===== config.mk =====
export PLATFORM = sky130hd
export DESIGN_NAME = insn_fetch_queue
export DESIGN_NICKNAME = d
export VERILOG_FILES = /design/src/rtl/ifq_pkg.sv /design/src/rtl/ifq_slot.sv /design/src/rtl/ifq_prefetch_bank.sv /design/src/rtl/ifq_ctrl.sv /design/src/rtl/insn_fetch_queue.sv
export SDC_FILE = /design/constraint.sdc
export NUM_CORES = 1
export LEC_CHECK = 0
export ABC_CLOCK_PERIOD_IN_PS = 2000
export BUFFER_PORTS_ARGS = -buffer_cell sky130_fd_sc_hd__buf_4
export CAP_MARGIN = 30
export CORE_MARGIN = 2
export CORE_UTILIZATION = 30
export DETAILED_ROUTE_END_ITERATION = 8
export PLACE_DENSITY = 0.53
export SYNTH_ARGS = -nofsm -noshare
export SYNTH_HDL_FRONTEND = slang
export SYNTH_SLANG_ARGS = --single-unit

===== constraint.sdc =====
create_clock -name clk -period 2 [get_ports clk]
set_input_delay 0.2 -clock clk [delete_from_list [all_inputs] [get_ports clk]]
set_output_delay 0.2 -clock clk [all_outputs]
set_load 0.005 [all_outputs]

===== src/rtl/ifq_pkg.sv =====
// Package: ifq_pkg
// Shared widths and the entry type carried through the fetch queue.
// Assumes 32-bit instruction words and 32-bit byte addresses.
package ifq_pkg;
    localparam int INSN_W = 32;
    localparam int ADDR_W = 32;

    typedef struct packed {
        logic [ADDR_W-1:0] addr;
        logic [INSN_W-1:0] insn;
    } ifq_entry_t;
endpackage


===== src/rtl/ifq_slot.sv =====
// Module: ifq_slot
// One storage register for a queue entry. It takes `d` when `load` is high.
// It assumes that validity is tracked by the control logic, not here.
module ifq_slot
    import ifq_pkg::*;
(
    input  logic       clk,
    input  logic       rst_n,
    input  logic       load,
    input  ifq_entry_t d,
    output ifq_entry_t q
);
    // Capture a new entry on load; clear on reset.
    always_ff @(posedge clk) begin
        if (!rst_n)
            q <= '0;
        else if (load)
            q <= d;
    end
endmodule


===== src/rtl/ifq_prefetch_bank.sv =====
// Module: ifq_prefetch_bank
// An ordered prefetch store with PF_DEPTH slots. Slot 0 always holds the oldest word.
// On `shift`, every slot moves one place toward slot 0.
// On `wr_en`, the incoming entry goes to slot `wr_idx`, which already takes that shift into account.
// It assumes the controller never writes past the occupied count.
module ifq_prefetch_bank
    import ifq_pkg::*;
#(
    parameter int PF_DEPTH = 2,
    localparam int IDX_W = (PF_DEPTH > 1) ? $clog2(PF_DEPTH) : 1
) (
    input  logic             clk,
    input  logic             rst_n,
    input  logic             shift,
    input  logic             wr_en,
    input  logic [IDX_W-1:0] wr_idx,
    input  ifq_entry_t       wr_data,
    output ifq_entry_t       head
);
    ifq_entry_t slot_q [PF_DEPTH];

    for (genvar i = 0; i < PF_DEPTH; i++) begin : g_slot
        ifq_entry_t slot_d;
        logic       slot_ld;
        logic       hit;

        // A slot is written when the new entry targets it, or when the bank shifts.
        always_comb begin
            hit     = wr_en && (wr_idx == IDX_W'(i));
            slot_ld = hit || shift;
            if (hit)
                slot_d = wr_data;
            else if (i + 1 < PF_DEPTH)
                slot_d = slot_q[(i + 1 < PF_DEPTH) ? i + 1 : i];
            else
                slot_d = slot_q[i];
        end

        ifq_slot u_slot (
            .clk   (clk),
            .rst_n (rst_n),
            .load  (slot_ld),
            .d     (slot_d),
            .q     (slot_q[i])
        );
    end

    assign head = slot_q[0];
endmodule


===== src/rtl/ifq_ctrl.sv =====
// Module: ifq_ctrl
// Occupancy and steering control for the fetch queue.
// It tracks whether the decode slot is valid and how many prefetch slots are filled.
// Each cycle it decides whether to bypass, refill the decode slot from prefetch, or append to prefetch.
// It assumes the prefetch bank keeps program order, with slot 0 oldest.
module ifq_ctrl #(
    parameter int PF_DEPTH = 2,
    localparam int CNT_W = $clog2(PF_DEPTH + 1),
    localparam int IDX_W = (PF_DEPTH > 1) ? $clog2(PF_DEPTH) : 1
) (
    input  logic             clk,
    input  logic             rst_n,
    input  logic             flush,
    input  logic             in_valid,
    input  logic             out_ready,
    output logic             in_ready,
    output logic             dec_valid,
    output logic             dec_load,
    output logic             dec_from_pf,
    output logic             pf_shift,
    output logic             pf_wr,
    output logic [IDX_W-1:0] pf_wr_idx
);
    logic [CNT_W-1:0] pf_cnt;
    logic [CNT_W-1:0] pf_cnt_n;
    logic [CNT_W-1:0] wr_pos;
    logic             dec_valid_n;
    logic             out_fire;
    logic             in_fire;
    logic             dec_free;
    logic             pf_empty;
    logic             pf_full;
    logic             bypass;

    // Derive the handshakes and the steering decision for this cycle.
    always_comb begin
        pf_empty    = (pf_cnt == '0);
        pf_full     = (pf_cnt == CNT_W'(PF_DEPTH));
        in_ready    = !(dec_valid && pf_full) || out_ready;
        out_fire    = dec_valid && out_ready;
        in_fire     = in_valid && in_ready && !flush;
        dec_free    = !dec_valid || out_fire;
        pf_shift    = dec_free && !pf_empty && !flush;
        bypass      = dec_free && pf_empty && in_fire;
        pf_wr       = in_fire && !bypass;
        wr_pos      = pf_cnt - CNT_W'(pf_shift);
        pf_wr_idx   = IDX_W'(wr_pos);
        dec_load    = pf_shift || bypass;
        dec_from_pf = pf_shift;
    end

    // Next occupancy of the prefetch area and the decode slot.
    always_comb begin
        if (flush) begin
            pf_cnt_n    = '0;
            dec_valid_n = 1'b0;
        end else begin
            pf_cnt_n    = pf_cnt + CNT_W'(pf_wr) - CNT_W'(pf_shift);
            if (dec_load)
                dec_valid_n = 1'b1;
            else if (out_fire)
                dec_valid_n = 1'b0;
            else
                dec_valid_n = dec_valid;
        end
    end

    // Register the occupancy state.
    always_ff @(posedge clk) begin
        if (!rst_n) begin
            pf_cnt    <= '0;
            dec_valid <= 1'b0;
        end else begin
            pf_cnt    <= pf_cnt_n;
            dec_valid <= dec_valid_n;
        end
    end
endmodule


===== src/rtl/insn_fetch_queue.sv =====
// Module: insn_fetch_queue
// Three-entry instruction queue between fetch and a single-issue execute stage.
// It has PF_DEPTH prefetch slots plus one decode slot, and only the decode slot is presented downstream.
// When the prefetch slots are empty, an arriving word bypasses into the decode slot.
// It assumes the fetch side holds its word stable until accepted, and that a flush overrides any fetch in the same cycle.
module insn_fetch_queue
    import ifq_pkg::*;
#(
    parameter int PF_DEPTH = 2,
    localparam int IDX_W = (PF_DEPTH > 1) ? $clog2(PF_DEPTH) : 1
) (
    input  logic              clk,
    input  logic              rst_n,
    input  logic              redirect_flush,
    input  logic              fetch_valid,
    output logic              fetch_ready,
    input  logic [INSN_W-1:0] fetch_insn,
    input  logic [ADDR_W-1:0] fetch_addr,
    output logic              deq_valid,
    input  logic              deq_ready,
    output logic [INSN_W-1:0] deq_insn,
    output logic [ADDR_W-1:0] deq_addr
);
    ifq_entry_t       in_entry;
    ifq_entry_t       pf_head;
    ifq_entry_t       dec_d;
    ifq_entry_t       dec_q;
    logic             dec_load;
    logic             dec_from_pf;
    logic             pf_shift;
    logic             pf_wr;
    logic [IDX_W-1:0] pf_wr_idx;

    // Pack the fetch-side fields into an entry.
    always_comb begin
        in_entry.insn = fetch_insn;
        in_entry.addr = fetch_addr;
    end

    ifq_ctrl #(.PF_DEPTH(PF_DEPTH)) u_ctrl (
        .clk         (clk),
        .rst_n       (rst_n),
        .flush       (redirect_flush),
        .in_valid    (fetch_valid),
        .out_ready   (deq_ready),
        .in_ready    (fetch_ready),
        .dec_valid   (deq_valid),
        .dec_load    (dec_load),
        .dec_from_pf (dec_from_pf),
        .pf_shift    (pf_shift),
        .pf_wr       (pf_wr),
        .pf_wr_idx   (pf_wr_idx)
    );

    ifq_prefetch_bank #(.PF_DEPTH(PF_DEPTH)) u_pf (
        .clk     (clk),
        .rst_n   (rst_n),
        .shift   (pf_shift),
        .wr_en   (pf_wr),
        .wr_idx  (pf_wr_idx),
        .wr_data (in_entry),
        .head    (pf_head)
    );

    // Choose the decode slot source: the oldest prefetch word, or the bypassing fetch.
    always_comb dec_d = dec_from_pf ? pf_head : in_entry;

    ifq_slot u_dec (
        .clk   (clk),
        .rst_n (rst_n),
        .load  (dec_load),
        .d     (dec_d),
        .q     (dec_q)
    );

    assign deq_insn = dec_q.insn;
    assign deq_addr = dec_q.addr;
endmodule


==> impl_results.md, run 1 <==
- Most common cell after layout, fill and taps aside: dfxtp_1
- FF-to-FF End: u_pf.g_slot[0].u_slot.q[9]
- Initial antenna violation count: 0
- Mapped Area: about 9000 µm²
- Sequential share of the synthesized area: 0.424
- Final min period: roughly 1.8 ns
- WL final: around 28,000 µm
- Reg clk slew, reported paths: approximately 0.080 ns
- Via count: roughly 8,000
- Final setup fails: 0
- Reg2Reg Setup Slack: about 0.21 ns
- Total CTS buffers: 17
- RSZ-0062 raised after global routing: no
- CTS hold repair buffers: 0
- Hold_sp: fetch_addr[23]
- Slew Limit Fails: 0
- Max FO, Critical Path: 64
- Hold Path Depth: 3
- Root Buffer: clkbuf_16
- Critical Path AT: ~2.1 ns
- Setup Fix Bufs, Post-CTS: 0
- Vias in the first global route: approximately 7,900
- Fin nets: 1,191
- Crit path cell chain: nand2b_1 > nand3_4 > inv_2 > buf_4 > nand2_1 > a31oi_1
- Slew headroom: 0.449
- Data required, critical path: roughly 2.4 ns
- Yosys reg bits: about 200
- Antenna Cells: 0
- Hold crit path type: in -> reg
- Post_cts resized: 0
- Non-filler cells, final: 1,528
- Fraction of layout cells with a size suffix above 1: 0.227
- Max incr delay on CP: roughly 0.65 ns
- Crit-path slowest cell: buf_4
- Worst r2r path cells: 6
- Global-route usage over all layers: 0.175
- GR Overflow Total: 0
- Peak supply drop: 0.547 mV
- Ports: about 140
- Routed len/inst: 18.2 µm
- Mean Syn Cell Area: between 8 and 9 µm²
- H-tree levels: 4
- Setup TNS: 0 ns
- Worst Setup End Kind: register
- Critical path type: reg -> reg
- Port Buffers: 134
- Die area: 32,100 µm²
- Area of the multi-input gates: around 4600 µm²
- Status: completed
- CP top delay family: buffers and inverters
- Area leader, netlist: dfxtp_1
- Sequential cell area: between 3000 and 4000 µm²
- Die width: ~180 µm
- Site Rows: 64
- Commonest cells after routing, fill and taps aside: dfxtp_1 (195), buf_4 (158), nand2_1 (130), o21ai_0 (81), nor2_1 (65)
- Core area: about 30,000 µm²
- Hold violation total from the final report: 0
- Antenna-violating nets left: 0
- Via density: between 5 and 6
- Largest net degree at the start of global routing: slightly below 70
- Crit share post-route: 0.895
- Area grow syn2layout: 21.6%
- Leak: roughly 0.0047 µW
- First-pass GRT wire length: between 40,000 and 50,000 µm
- Clock skew: ~0.0089 ns
- Max-cap violations: 0
- Area contributors post-synth: dfxtp_1 (42%), o211a_1 (7.0%), nor3b_2 (5.4%)
- Power Dens Cells: about 800 nW/µm²
- Asr flop ratio synth: 0
- Worst-margin pin slew: 0.826 ns
- Hold Slack: around 0.032 ns
- YS warnings: 0
- Number of synthesized flops with an enable pin: 0
- Final worst slack: about 0.21 ns
- Cells after DPL: 1,497
- FILL cells: 3,162
- Critical path startpoint category: register
- Pre-antenna DRT Iters: 5
- Clk_lat worst skew: 0.44 ns
- Share of the synthesized area in the top cell type: 0.424
- Starting Density: 0.303
- Most common flop cell mapped by yosys: dfxtp_1
- Initial drt markers: between 600 and 700
- Drt drc: 0
- CP bufs+invs: 2
- Setup WS pre-CTS: 0.214 ns
- Synth cell types: 35
- Gpl congestion: about 0.74
- Synth Net Count: about 1,100
- Max clock buf depth: 2
- CTS tree: yes
- Worst Hold End: u_pf.g_slot[1].u_slot.q[55]
- CTS Sinks: between 150 and 200
- Post-DP HPWL: 16,600 µm
- Worst r2r src: u_ctrl.dec_valid
- Fmax: approximately 560 MHz
- Cells after synthesis: between 1,000 and 1,500
- Die height: around 180 µm
==> how the worst max path moves through the flow <==
stage                startpoint                    endpoint  cells past startpoint
2_1_floorplan       fetch_valid            u_ctrl.pf_cnt[1]                     10
3_3_place_gp          deq_ready            u_ctrl.pf_cnt[1]                     10
3_5_place_dp          deq_ready            u_ctrl.pf_cnt[1]                     10
4_1_cts        u_ctrl.dec_valid  u_pf.g_slot[0].u_slot.q[9]                      6
5_1_grt        u_ctrl.dec_valid  u_pf.g_slot[0].u_slot.q[9]                      6
6_report       u_ctrl.dec_valid  u_pf.g_slot[0].u_slot.q[9]                      6
==> cell families (layout without fill, tap and decap cells) <==
group / Yosys count / after routing / share of synthesized area
XOR/XNOR: 3 / 3 / 0.00285
AND/OR/NAND/NOR: 334 / 334 / 0.196
flip-flops: 195 / 195 / 0.424
AO/OA/AOI/OAI: 388 / 388 / 0.289
buffers and inverters: 122 / 207 / 0.0798
adder cells (fa/ha/maj): 2 / 2 / 0.00272
multiplexers: 3 / 3 / 0.00516
==> cell type report <==
type                            count  area share
Clock buffer                       18      0.0383
Sequential cell                   195       0.349
Timing Repair Buffer              173       0.132
Inverter                            3     0.00101
Clock inverter                     13      0.0226
Multi-Input combinational cell    730       0.413
Tap cell                          396      0.0443
==> per-stage QoR <==
stage,instance area (µm²),utilization,total power [µW]
after floorplan,9210,-,4550
after global placement,10500,0.345,5000
after detailed placement,10500,0.345,5000
after CTS,11200,0.368,9050
after global routing,11200,0.368,9260
final,11200,0.368,8930
==> synthesized netlist by cell type (2+ instances only) <==
cell / number
o21ai_1: 49
nand2b_1: 2
ha_1: 2
xnor2_1: 2
nor3b_1: 24
dfxtp_1: 195
a21boi_0: 4
o21ai_0: 81
buf_2: 41
nor2_1: 67
o211a_1: 64
nor3b_2: 40
a21boi_1: 60
inv_2: 2
buf_4: 8
clkbuf_1: 43
nand2_1: 131
nand3_1: 64
buf_6: 26
o31ai_1: 64
a31oi_1: 64
==> worst reg2reg max path, cell delays in order (launching register included) <==
cell and delay [ns]:
dfxtp_1 0.32, nand2b_1 0.18, nand3_4 0.12, inv_2 0.07, buf_4 0.65, nand2_1 0.16, a31oi_1 0.21
==> report_power, final <==
group          switching [µW]  internal, µW  total [µW]
combinational             442           423         865
sequential               59.2          3980        4040
clock                    1550          2470        4030
total                    2060          6880        8930
==> registers in the layout (all words and copies together) (netlist names) <==
signal and flops:
u_ctrl.dec_valid 1, u_ctrl.pf_cnt 2, u_pf.g_slot.u_slot.q 128, u_dec.q 64
==> routing by layer <==
metal / up-vias / share of wire / global-route usage
li1: 3926 / - / -
met5: - / 0 / 0
met3: 19 / 0.042 / 0.0318
met2: 179 / 0.46 / 0.283
met1: 3870 / 0.49 / 0.244
met4: 0 / 0.0093 / 0.0393
Power figures use the tool's default switching activity.
==> run 2: changes to the inputs <==
- ABC_CLOCK_PERIOD_IN_PS: 2000 -> 1900
- PLACE_DENSITY: 0.53 -> 0.51
- clock period: 2 -> 1.9 ns (I/O delays scaled with it)
==> run 2 against run 1 <==
Combinational power is 7.2% higher. Clock-buffer cell count is 1 lower. Worst setup slack worse by 0.12 ns. Core utilization is 0.18 points lower. Die area stayed put. Routed wire length is 1.1% higher. First-iteration DRC count is 0.32% lower. Cell count is 0.13% lower. Critical path depth is 1 lower.
==> impl_results.md, run 2 (synthesis results as in run 1) <==
- Fraction of layout cells with a size suffix above 1: 0.227
- Die width: 179 µm
- Pre-antenna DRT Iters: 5
- Worst Setup End Kind: register
- Fin nets: 1,188
- Die height: about 180 µm
- Global-route usage over all layers: 0.178
- WL final: approximately 28,000 µm
- Final min period: roughly 1.8 ns
- H-tree levels: 4
- Reg with most FFs: u_pf.g_slot.u_slot.q
- Hold_sp: fetch_addr[27]
- Final instance area: about 11,000 µm²
- Reg clk slew, reported paths: 0.08 ns
- Starting Density: 0.303
- First-pass GRT wire length: approximately 45,000 µm
- Max reg flops: roughly 130
- Critical path startpoint category: register
- Initial drt markers: between 600 and 700
- GR Overflow Total: 0
- Slew Limit Fails: 0
- Port Buffers: 134
- Area grow syn2layout: 21.0%
- FILL cells: ~3,200
- FF-to-FF End: u_pf.g_slot[0].u_slot.q[61]
- Critical Path AT: 2.11 ns
- Total CTS buffers: 17
- Worst-margin pin slew: between 0.5 and 0.6 ns
- GR peak layer: met2
- Max incr delay on CP: 0.42 ns
- Worst r2r path cells: 5
- Die area: between 30,000 and 40,000 µm²
- Sequential cell area: between 3000 and 4000 µm²
- Final core utilization: 0.366
- Initial antenna violation count: 0
- Final worst slack: roughly 0.090 ns
- Hold Slack: 0.0220 ns
- Slew headroom: 0.611
- Clock skew: roughly 0.013 ns
- Reg2Reg Setup Slack: between 0.08 and 0.09 ns
- Via density: 5.29
- Post-DP HPWL: between 15,000 and 20,000 µm
- Site Rows: 64
- Routed len/inst: 18.5 µm
- Critical path type: reg -> reg
- Core area: 30,400 µm²
- Vias in the first global route: 7,933
- Peak supply drop: around 0.46 mV
- Worst r2r src: u_ctrl.dec_valid
- Gpl congestion: 0.703
- Power Dens Cells: approximately 800 nW/µm²
- M2 GR Usage: 0.293
- CTS Sinks: between 150 and 200
- Ports: 135
- Antenna Cells: 0
- Top Registers: u_pf.g_slot.u_slot.q x128, u_dec.q x64, u_ctrl.pf_cnt x2
- RSZ-0062 raised after global routing: no
- Via count: a little over 8,000
- Setup Fix Bufs, Post-CTS: 0
- Antenna-violating nets left: 0
- Most common cell after layout, fill and taps aside: dfxtp_1
- Max clock buf depth: 2
- Status: completed
- Placed inst area: about 11,000 µm²
- Crit share post-route: 0.953
- Met1 Track Usage GR: 0.242
- Commonest cells after routing, fill and taps aside: dfxtp_1 (195), buf_4 (151), nand2_1 (130), o21ai_0 (81), nor2_1 (65)
- Setup TNS: 0 ns
- Crit path cell chain: and2b_1 > mux2i_4 > nand2b_2 > buf_12 > a31oi_1
- Hold crit path type: in -> reg
- M3 GR Usage: 0.0286
- Setup WS pre-CTS: ~0.020 ns
- Largest net degree at the start of global routing: 68
- Leak: roughly 0.0047 µW
- Root Buffer: clkbuf_16
- Fmax: 552 MHz
- Crit-path slowest cell: dfxtp_1
- Area of the multi-input gates: between 4000 and 5000 µm²
- Clk_lat worst skew: between 0.4 and 0.5 ns
- Hold violation total from the final report: 0
- Max FO, Critical Path: 34
- CTS tree: yes
- Max-cap violations: 0
- Final setup fails: 0
- Worst Hold End: u_pf.g_slot[1].u_slot.q[59]
- Data required, critical path: between 2 and 2.5 ns
- Hold Path Depth: 3
- Drt drc: 0
[run 2: cell types whose count changed in the layout (fill, tap and decap cells not counted), sizes merged]
cell / before / now
clkinv: 2 / 5
clkbuf: 18 / 17
bufinv: 7 / 1
buf: 173 / 170
clkinvlp: 2 / 1
inv: 5 / 11
[run 2: worst max-delay path, delay by kind of cell, from the launching register on]
kind / cells / cell delay [ns]
buffers and inverters: 1 / 0.23
flip-flops: 1 / 0.42
AND/OR/NAND/NOR: 2 / 0.53
multiplexers: 1 / 0.36
AO/OA/AOI/OAI: 1 / 0.12
[run 2: area by class of cell]
cell class / count / share of cell area
multi-input combinational: 730 / 0.417
sequential: 195 / 0.350
timing repair buffer: 170 / 0.134
tap: 396 / 0.0445
clock buffer: 17 / 0.0382
clock inverter: 15 / 0.0148
inverter: 3 / 0.00101
[run 2: worst max path at each step]
stage,start,endpoint,slack [ns],cells after the start
6_report,u_ctrl.dec_valid,u_pf.g_slot[0].u_slot.q[61],0.09,5
5_1_grt,u_ctrl.dec_valid,u_pf.g_slot[0].u_slot.q[45],0.02,5
4_1_cts,u_ctrl.pf_cnt[0],u_pf.g_slot[0].u_slot.q[45],0.06,6
3_5_place_dp,deq_ready,u_pf.g_slot[1].u_slot.q[23],0.02,6
3_3_place_gp,u_ctrl.dec_valid,u_pf.g_slot[1].u_slot.q[25],0.02,5
2_1_floorplan,fetch_valid,u_ctrl.pf_cnt[1],0.02,10
[run 2: metrics by stage]
stage / power, µW / cells
after floorplan: 4790 / 1047
after global placement: 5270 / 1494
after detailed placement: 5280 / 1494
after CTS: 9000 / 1526
after global routing: 9220 / 1526
final: 8870 / 1526
[run 2: metal layers]
| metal | vias to the layer above | wire [µm] |
|---|---|---|
| met1 | 3946 | 13700 |
| met4 | 0 | 320 |
| met2 | 189 | 13000 |
| li1 | 3922 | - |
| met3 | 19 | 1170 |
| met5 | - | 0 |
[run 2: where the power goes]
group          switching (µW)  internal [µW]  leakage [µW]
Clock                    1820           1880      0.000289
Sequential               59.9           4190       0.00158
Combinational             469            458       0.00282
[run 2: what timing repair did]
item / CTS / global route
endpoints found under the hold margin: 0 / 0
endpoints found under the setup margin: 1 / 28
resized for setup: 1 / 2
hold buffers: 0 / 0
==> run 3: changes to the inputs <==
- ABC_CLOCK_PERIOD_IN_PS: 1900 -> 2100
- CAP_MARGIN: 30 -> 20
- REMOVE_ABC_BUFFERS: unset -> 1
- clock period: 1.9 -> 2.1 ns (I/O delays scaled with it)
==> run 3 against run 2 <==
First-iteration DRC count rose by 0.63%. Clock power down 5.4%. Core utilization shrank 0.45 points. Critical path type unchanged. Largest cell class unchanged. Largest power group unchanged.
==> impl_results.md, run 3 (synthesis results as in run 1) <==
- Reg with most FFs: u_pf.g_slot.u_slot.q
- Post_cts resized: 0
- Initial antenna violation count: 0
- CTS Sinks: ~200
- Crit share post-route: 0.864
- Gpl congestion: about 0.7
- Largest net degree at the start of global routing: 69
- Top Layer Used: met4
- Antenna-violating nets left: 0
- Area grow syn2layout: 19.5%
- Power Dens Cells: ~740 nW/µm²
- Hold Slack: between 0.05 and 0.06 ns
- Clk_lat worst skew: around 0.42 ns
- Worst Setup End Kind: register
- Reg clk slew, reported paths: 0.08 ns
- Port Buffers: approximately 130
- Fraction of layout cells with a size suffix above 1: 0.222
- RSZ-0062 raised after global routing: no
- Total power: approximately 8100 µW
- DR WL met3: ~1400 µm
- First-pass GRT wire length: approximately 44,000 µm
- Critical Path AT: 2.16 ns
- Final setup fails: 0
- Routed len/inst: 18.2 µm
- Global-route usage over all layers: 0.174
- Via density: about 5.2
- Total CTS buffers: 17
- WL final: 27,700 µm
- M1 wire length: 13,600 µm
- Met2 wire len: 12,600 µm
- Hold violation total from the final report: 0
- Max FO, Critical Path: 64
- Slew headroom: 0.422
- H-tree levels: 4
- Final min period: 1.81 ns
- Max reg flops: between 100 and 150
- Via count: 7,969
- Core area: 30,400 µm²
- Most common cell after layout, fill and taps aside: dfxtp_1
- Commonest cells after routing, fill and taps aside: dfxtp_1 (195), buf_4 (155), nand2_1 (130), o21ai_0 (81), nor2_1 (65)
- Die height: approximately 180 µm
- Die area: approximately 32,000 µm²
- Max-cap violations: 0
- Initial drt markers: 636
- Die width: around 180 µm
- Drt drc: 0
- Post-DP HPWL: 15,800 µm
- Leak: 0.00463 µW
- Top Registers: u_pf.g_slot.u_slot.q x128, u_dec.q x64, u_ctrl.pf_cnt x2
- Slew Limit Fails: 0
- Site Rows: between 60 and 70
- Hold crit path type: in -> reg
- Vias in the first global route: approximately 7,900
- Critical path type: reg -> reg
- Clock skew: 0.00802 ns
- Setup Fix Bufs, Post-CTS: 0
- Max clock buf depth: 2
- Pre-antenna DRT Iters: 6
- Critical path startpoint category: register
- GR Overflow Total: 0
- CTS hold repair buffers: 0
- Starting Density: 0.303
- Peak supply drop: 0.447 mV
- CTS tree: yes
- Fin nets: about 1,200
- Data required, critical path: 2.45 ns
- Fmax: between 500 and 600 MHz
- Worst-margin pin slew: 0.867 ns
- Root Buffer: clkbuf_16
- Status: completed
- Ports: 135
[run 3: metal layers]
| metal | up-vias | GRT usage |
|---|---|---|
| met5 | - | 0 |
| met4 | 0 | 0.0380 |
| met2 | 184 | 0.276 |
| li1 | 3904 | - |
| met3 | 10 | 0.0331 |
| met1 | 3871 | 0.245 |
[run 3: layout make-up]
cell class / count / area, µm²
Antenna cell: 1 / 2.50
Clock buffer: 17 / 425
Clock inverter: 15 / 194
Fill cell: 3151 / 19400
Inverter: 3 / 11.3
Multi-Input combinational cell: 730 / 4630
Sequential cell: 195 / 3900
Tap cell: 396 / 495
Timing Repair Buffer: 164 / 1340
[run 3: worst max-delay path, stage by stage, from the launching register on]
cell and delay [ns]:
dfxtp_1 0.33, nand2b_1 0.22, nand3_4 0.10, inv_2 0.07, buf_4 0.65, nand2_1 0.13, a31oi_1 0.21
[run 3: per-stage QoR]
step	setup TNS (ns)	worst slack [ns]	utilization	instance area, µm²	cells
2_1_floorplan	-428.60	-4.40	-	8480	928
3_3_place_gp	0	0.293	0.341	10400	1488
4_1_cts	0	0.294	0.361	11000	1520
3_5_place_dp	0	0.281	0.341	10400	1488
5_1_grt	0	0.0440	0.361	11000	1520
6_report	0	0.287	0.362	11000	1521
[run 3: worst paths after layout]
| kind | start | to | slack (ns) | cells past startpoint |
|---|---|---|---|---|
| worst max-delay path | u_ctrl.dec_valid | u_pf.g_slot[0].u_slot.q[22] | 0.29 | 6 |
| worst min register to register | u_pf.g_slot[1].u_slot.q[46] | u_pf.g_slot[0].u_slot.q[46] | 0.46 | 2 |
| worst min-delay path | fetch_addr[28] | u_pf.g_slot[1].u_slot.q[60] | 0.05 | 3 |
| worst max register to register | u_ctrl.dec_valid | u_pf.g_slot[0].u_slot.q[22] | 0.29 | 6 |
[run 3: report_power, final]
part	internal, µW	switching (µW)
Sequential	3790	55.0
Combinational	388	412
Clock	1920	1580
